File: src/rtl/oinit_pkg.sv
// Shared definitions for the OLED power-up sequencer.
// Assumes: the command ROM and the top module agree on the list length.
package oinit_pkg;

    // Number of bytes in the stored power-up command list.
    localparam int CMD_COUNT = 25;
    // Width of an index into the command list.
    localparam int ROM_IDX_W = $clog2(CMD_COUNT);

    // Bus sequencing phases.
    typedef enum logic [2:0] {
        ST_IDLE,     // bus released, SCL high
        ST_START,    // SDA held low while SCL high (start condition)
        ST_BIT_LO,   // SCL low, SDA updated mid-phase
        ST_BIT_HI,   // SCL high, SDA sampled at end of phase
        ST_STOP_LO,  // SCL low, SDA pulled low ahead of stop
        ST_STOP_HI,  // SCL high, SDA still low
        ST_STOP_REL  // SDA released while SCL high (stop condition)
    } seq_state_t;

endpackage

File: src/rtl/oinit_cmd_rom.sv
// Read-only table of the display power-up commands, in send order.
// Assumes: idx below oinit_pkg::CMD_COUNT; other indices return a no-op byte.
module oinit_cmd_rom
    import oinit_pkg::*;
(
    input  logic [ROM_IDX_W-1:0] idx,
    output logic [7:0]           data
);

    // Purpose: combinational lookup of one command byte.
    always_comb begin
        case (idx)
            5'd0:    data = 8'hAE;
            5'd1:    data = 8'hD5;
            5'd2:    data = 8'h80;
            5'd3:    data = 8'hA8;
            5'd4:    data = 8'h3F;
            5'd5:    data = 8'hD3;
            5'd6:    data = 8'h00;
            5'd7:    data = 8'h40;
            5'd8:    data = 8'h8D;
            5'd9:    data = 8'h14;
            5'd10:   data = 8'h20;
            5'd11:   data = 8'h00;
            5'd12:   data = 8'hA1;
            5'd13:   data = 8'hC8;
            5'd14:   data = 8'hDA;
            5'd15:   data = 8'h12;
            5'd16:   data = 8'h81;
            5'd17:   data = 8'hCF;
            5'd18:   data = 8'hD9;
            5'd19:   data = 8'hF1;
            5'd20:   data = 8'hDB;
            5'd21:   data = 8'h40;
            5'd22:   data = 8'hA4;
            5'd23:   data = 8'hA6;
            5'd24:   data = 8'hAF;
            default: data = 8'hE3;
        endcase
    end

endmodule

File: src/rtl/oinit_phase_timer.sv
// Counts system clocks within one SCL phase.
// It flags the middle and the last cycle of the phase.
// Assumes: the caller changes high_sel only in the cycle after `last`,
// when the count has already wrapped to zero.
module oinit_phase_timer #(
    parameter int LOW_CYCLES  = 235,
    parameter int HIGH_CYCLES = 200
) (
    input  logic clk,
    input  logic rst_n,
    input  logic run,
    input  logic high_sel,
    output logic mid,
    output logic last
);

    localparam int MAX_CYC = (LOW_CYCLES > HIGH_CYCLES) ? LOW_CYCLES : HIGH_CYCLES;
    localparam int CNT_W   = $clog2(MAX_CYC + 1);

    logic [CNT_W-1:0] cnt;
    logic [CNT_W-1:0] limit;

    // Purpose: pick the length of the current phase.
    always_comb limit = high_sel ? CNT_W'(HIGH_CYCLES) : CNT_W'(LOW_CYCLES);

    assign last = run && (cnt == limit - CNT_W'(1));
    assign mid  = run && (cnt == (limit >> 1));

    // Purpose: advance the count and wrap it at the end of every phase.
    always_ff @(posedge clk) begin
        if (!rst_n || !run || last) cnt <= '0;
        else                        cnt <= cnt + CNT_W'(1);
    end

    AST_PHASE_CNT_RANGE: assert property (@(posedge clk) disable iff (!rst_n)
        cnt < CNT_W'(MAX_CYC));
    AST_PHASE_IDLE_ZERO: assert property (@(posedge clk) disable iff (!rst_n)
        !$past(run) |-> cnt == '0);

endmodule

File: src/rtl/oled_init_seq.sv
// I2C write controller that sends the OLED power-up list in one transaction.
// The transaction is: start, address+W, 0x00 control byte, commands, stop.
// An ACK is sampled after every byte.
// Assumes: a single bus controller, no clock stretching, and an SDA line
// pulled up externally so that it reads 1 when nobody drives it.
module oled_init_seq
    import oinit_pkg::*;
#(
    parameter int LOW_CYCLES  = 235,
    parameter int HIGH_CYCLES = 200
) (
    input  logic clk,
    input  logic rst_n,
    input  logic start,
    input  logic addr_sel,
    input  logic sda_in,
    output logic scl,
    output logic sda_oe,
    output logic busy,
    output logic done,
    output logic err
);

    localparam int       NUM_BYTES = CMD_COUNT + 2;
    localparam int       BIDX_W    = $clog2(NUM_BYTES);
    localparam logic [6:0] DEV_ADDR_BASE = 7'h3C;
    localparam logic [3:0] ACK_BIT = 4'd8;

    seq_state_t           state;
    logic [BIDX_W-1:0]    byte_idx;
    logic [3:0]           bit_idx;
    logic                 sda_oe_q;
    logic                 nack_q;
    logic                 done_q;
    logic                 err_q;
    logic                 ph_mid;
    logic                 ph_last;
    logic                 ph_high;
    logic [ROM_IDX_W-1:0] rom_idx;
    logic [7:0]           rom_byte;
    logic [7:0]           cur_byte;
    logic [2:0]           bit_pos;

    // Purpose: phase lengths for SCL low and high.
    oinit_phase_timer #(
        .LOW_CYCLES (LOW_CYCLES),
        .HIGH_CYCLES(HIGH_CYCLES)
    ) u_timer (
        .clk     (clk),
        .rst_n   (rst_n),
        .run     (busy),
        .high_sel(ph_high),
        .mid     (ph_mid),
        .last    (ph_last)
    );

    oinit_cmd_rom u_rom (
        .idx (rom_idx),
        .data(rom_byte)
    );

    // Purpose: select the byte now on the wire: address, control, or command.
    always_comb begin
        rom_idx = ROM_IDX_W'(byte_idx - BIDX_W'(2));
        bit_pos = 3'(4'd7 - bit_idx);
        if (byte_idx == '0)                cur_byte = {DEV_ADDR_BASE | {6'd0, addr_sel}, 1'b0};
        else if (byte_idx == BIDX_W'(1))   cur_byte = 8'h00;
        else                               cur_byte = rom_byte;
    end

    // Purpose: decode bus levels and phase type from the state.
    always_comb begin
        busy    = (state != ST_IDLE);
        scl     = !(state == ST_BIT_LO || state == ST_STOP_LO);
        ph_high = (state == ST_START || state == ST_BIT_HI ||
                   state == ST_STOP_HI || state == ST_STOP_REL);
    end

    assign sda_oe = sda_oe_q;
    assign done   = done_q;
    assign err    = err_q;

    // Purpose: transaction state machine, bit and byte counters, status flags.
    always_ff @(posedge clk) begin
        if (!rst_n) begin
            state    <= ST_IDLE;
            byte_idx <= '0;
            bit_idx  <= '0;
            sda_oe_q <= 1'b0;
            nack_q   <= 1'b0;
            done_q   <= 1'b0;
            err_q    <= 1'b0;
        end else begin
            case (state)
                ST_IDLE: if (start) begin
                    state    <= ST_START;
                    sda_oe_q <= 1'b1;
                    byte_idx <= '0;
                    bit_idx  <= '0;
                    nack_q   <= 1'b0;
                    done_q   <= 1'b0;
                    err_q    <= 1'b0;
                end
                ST_START: if (ph_last) state <= ST_BIT_LO;
                ST_BIT_LO: begin
                    if (ph_mid)  sda_oe_q <= (bit_idx == ACK_BIT) ? 1'b0 : !cur_byte[bit_pos];
                    if (ph_last) state <= ST_BIT_HI;
                end
                ST_BIT_HI: if (ph_last) begin
                    if (bit_idx != ACK_BIT) begin
                        bit_idx <= bit_idx + 4'd1;
                        state   <= ST_BIT_LO;
                    end else if (sda_in) begin
                        nack_q <= 1'b1;
                        state  <= ST_STOP_LO;
                    end else if (byte_idx == BIDX_W'(NUM_BYTES - 1)) begin
                        state <= ST_STOP_LO;
                    end else begin
                        byte_idx <= byte_idx + BIDX_W'(1);
                        bit_idx  <= '0;
                        state    <= ST_BIT_LO;
                    end
                end
                ST_STOP_LO: begin
                    if (ph_mid)  sda_oe_q <= 1'b1;
                    if (ph_last) state <= ST_STOP_HI;
                end
                ST_STOP_HI: if (ph_last) begin
                    sda_oe_q <= 1'b0;
                    state    <= ST_STOP_REL;
                end
                ST_STOP_REL: if (ph_last) begin
                    state  <= ST_IDLE;
                    done_q <= !nack_q;
                    err_q  <= nack_q;
                end
                default: state <= ST_IDLE;
            endcase
        end
    end

    AST_SDA_STEADY_SCL_HIGH: assert property (@(posedge clk) disable iff (!rst_n)
        (state == ST_BIT_HI && $past(state) == ST_BIT_HI) |-> $stable(sda_oe_q));
    AST_ACK_RELEASED: assert property (@(posedge clk) disable iff (!rst_n)
        (state == ST_BIT_HI && bit_idx == ACK_BIT) |-> !sda_oe);
    AST_FLAGS_EXCLUSIVE: assert property (@(posedge clk) disable iff (!rst_n)
        !(done && err));
    AST_IDLE_BUS_FREE: assert property (@(posedge clk) disable iff (!rst_n)
        !busy |-> (scl && !sda_oe));
    AST_START_CLEARS: assert property (@(posedge clk) disable iff (!rst_n)
        ($past(start) && !$past(busy)) |-> (busy && !done && !err));
    AST_NACK_ENDS: assert property (@(posedge clk) disable iff (!rst_n)
        (state == ST_BIT_HI && ph_last && bit_idx == ACK_BIT && sda_in) |=> state == ST_STOP_LO);

endmodule

File: config.mk
export PLATFORM = sky130hd
export DESIGN_NAME = oled_init_seq
export DESIGN_NICKNAME = d
export VERILOG_FILES = /design/src/rtl/oinit_pkg.sv /design/src/rtl/oinit_cmd_rom.sv /design/src/rtl/oinit_phase_timer.sv /design/src/rtl/oled_init_seq.sv
export SDC_FILE = /design/constraint.sdc
export NUM_CORES = 1
export LEC_CHECK = 0
export BUFFER_PORTS_ARGS = -buffer_cell sky130_fd_sc_hd__buf_4
export CAP_MARGIN = 20
export CORE_UTILIZATION = 55
export CTS_CLUSTER_DIAMETER = 150
export DETAILED_ROUTE_END_ITERATION = 7
export GPL_TIMING_DRIVEN = 1
export PLACE_DENSITY = 0.87
export SYNTH_ARGS = -nofsm -noshare
export SYNTH_HDL_FRONTEND = slang
export SYNTH_SLANG_ARGS = --single-unit
File: constraint.sdc
create_clock -name clk -period 2.51 [get_ports clk]
set_input_delay 0.251 -clock clk [delete_from_list [all_inputs] [get_ports clk]]
set_output_delay 0.251 -clock clk [all_outputs]
set_load 0.005 [all_outputs]
==> results.json <==
{
  "top_layer_used": "met4",
  "endpoint_kind": "register",
  "irDropWorstVdd_mv": 0.310,
  "met3_length_um": 363,
  "cts_hold_buf": 0,
  "ys_seq_area_frac": 0.241,
  "finClkSkew_ps": 7.54,
  "overflow": 0,
  "grt_max_degree": 16,
  "core_area_sq_mm": 0.00342,
  "io_pins": 10,
  "tightest_slew_ps": 535,
  "rsz0062_at_grt": "no",
  "cts-root-buf": "clkbuf_4",
  "die_area_sq_mm": 0.00387,
  "portBuffers": 9,
  "synthFlopType": "dfxtp_1",
  "drt-initial-drc-count": 312,
  "first_pass_iters": 5,
  "ant_nets": 0,
  "htreeDepth": 1,
  "cts.path.max_buffers": 2,
  "cts_sinks": 24,
  "crit_required_ps": 2730,
  "synth.most_common_cell": "nor2_1",
  "crit_path_start_kind": "register",
  "crit_path_max_fanout": 15,
  "synth_edf_count": 0,
  "synthTopCellsByCount": "nor2_1 (35), dfxtp_1 (24), nand2_1 (23)",
  "slew_headroom": 0.642,
  "setup_viol_count_final": 0,
  "track_usage": 0.254,
  "gp_congestion": 0.964,
  "dp_slack_ps": 205,
  "area_growth_pct": 10.2,
  "wl_met2_mm": 2.15,
  "wl_mm": 4.79,
  "fin_crit_sh": 0.906,
  "ys_ff_latch": 24,
  "synth_area_sq_mm": 0.00199,
  "die-height_um": 62.2,
  "synthArstFlopShare": 0,
  "synth_cell_type_count": 61,
  "wl_met1_mm": 2.19,
  "crit_type": "register to register",
  "hp-class": "input pin to register",
  "synthesis.nets": 283,
  "postCtsSetupRepairBufs": 0,
  "drive_gt1_frac": 0.124,
  "wire_per_inst_um": 15.0,
  "yosys.area.top_type": "dfxtp_1",
  "power_uw": 728,
  "fin_nets": 293,
  "synth_top_area_share": 0.241,
  "cp_data_arrival_time_ps": 2490,
  "final_area_sq_mm": 0.00220,
  "routed_via_density": 6.13,
  "antenna_cells": 0,
  "status": "finished, final reports clean",
  "p_leak_uw": 0.000789,
  "cts_buffers": 3,
  "clk_pin_slew_worst_paths_ps": 140,
  "die_w_um": 62.2,
  "period_needed_ps": 2270,
  "cts_tree": "built",
  "grt_antenna_before_repair": 0,
  "synthTopCellsByArea": "dfxtp_1 (24%), ha_1 (8.2%), nor2_1 (6.6%), nand2_1 (4.3%), nand3_1 (3.3%)",
  "hold_violations": 0,
  "grt_pass1_wl_mm": 8.02,
  "vias": 1960,
  "grt_pass1_vias": 1714,
  "rows": 21,
  "route.detailed.drc": 0,
  "insertion_delay_ps": 330,
  "syn_area_per_cell_sq_um": 7.52,
  "final_max_slew_viol_count": 0,
  "p_per_area_mw_per_mm2": 332,
  "placed_cell_area_sq_mm": 0.00214,
  "syn-instance-count": 265,
  "dp_hpwl_mm": 3.55,
  "cts_resized": 0,
  "yosys_warnings": 0,
  "cap_violations": 0,
  "max_freq_mhz": 440,
  "setup_tns_ps": 0,
  "setup_ws_ps": 237,
  "start_util": 0.584
}
==> kinds of logic (layout without fill, tap and decap cells) <==
| logic type | after synthesis | in the layout | synth area share |
|---|---|---|---|
| buffers and inverters | 31 | 40 | 0.0647 |
| AOI/OAI and AO/OA | 56 | 56 | 0.206 |
| xor gates and xnor gates | 12 | 12 | 0.0565 |
| DFF | 24 | 24 | 0.241 |
| muxes | 4 | 4 | 0.0207 |
| adders and majority gates | 13 | 13 | 0.0816 |
| and+or+nand+nor | 125 | 125 | 0.330 |
==> path summary, 6_finish.rpt <==
| path | start | endpoint | slack [ps] | cells past startpoint |
|---|---|---|---|---|
| setup / recovery | byte_idx[1] | sda_oe | 240 | 7 |
| hold / removal | sda_in | nack_q | 190 | 3 |
| setup reg to reg | byte_idx[1] | sda_oe | 240 | 7 |
| hold reg to reg | nack_q | err | 500 | 2 |
==> critical path: stages, from the launching register on <==
cell,delay [ps]
dfxtp_1,340
buf_4,190
nor3_2,360
xnor2_2,270
mux2i_1,160
a2111oi_0,520
o221a_1,260
o31ai_1,70
==> metrics by stage <==
stage                     cells   util  hold WS (ps)
after floorplan             265      -           401
after global placement      316  0.626           455
final                       320  0.643           190
after detailed placement    316  0.626           470
after global routing        320  0.643           217
after CTS                   320  0.642           188
==> power breakdown <==
part           total (uW)  internal, uW  switching (uW)
logic                50.9          22.9            28.0
registers             390           385            5.05
clock network         287           162             125
total                 728           570             158
==> placed cells by master, fill, tap and decap left out, drive strengths merged, types with 2 or more instances in the layout <==
cell,instances
or2,2
nand2,23
o21ai,11
or4bb,2
or3,4
nor4,6
a211oi,2
nor3,10
o221ai,2
nand4b,3
nor2b,5
buf,22
o21a,2
a22oi,4
a21o,2
ha,13
o311a,2
xor2,4
clkbuf,3
nand3b,3
and2,2
xnor2,8
a21boi,7
inv,14
nand2b,4
nor2,35
dfxtp,24
nand4,5
nand3,13
o22ai,2
nor3b,2
mux2i,3
a21oi,9
==> per-layer routing <==
layer | global-route usage | vias to the layer above
met3 | 0.0478 | 10
met4 | 0.0640 | 0
met1 | 0.356 | 892
li1 | - | 963
met2 | 0.398 | 95
met5 | 0 | -
==> sequential cells by signal, summed over array words and instances (netlist names) <==
register	cells
u_timer.cnt	8
done	1
bit_idx	4
byte_idx	5
nack_q	1
sda_oe	1
err	1
state	3
==> cell type report <==
class / instances / area (sq um)
inverters: 14 / 52.6
clock buffers: 3 / 22.5
multi-input cells: 210 / 1390
repair buffers: 22 / 165
fillers: 299 / 1220
clock inverters: 1 / 30.0
well taps: 46 / 57.6
flip-flops and latches: 24 / 480
Power figures use the tool's default switching activity.
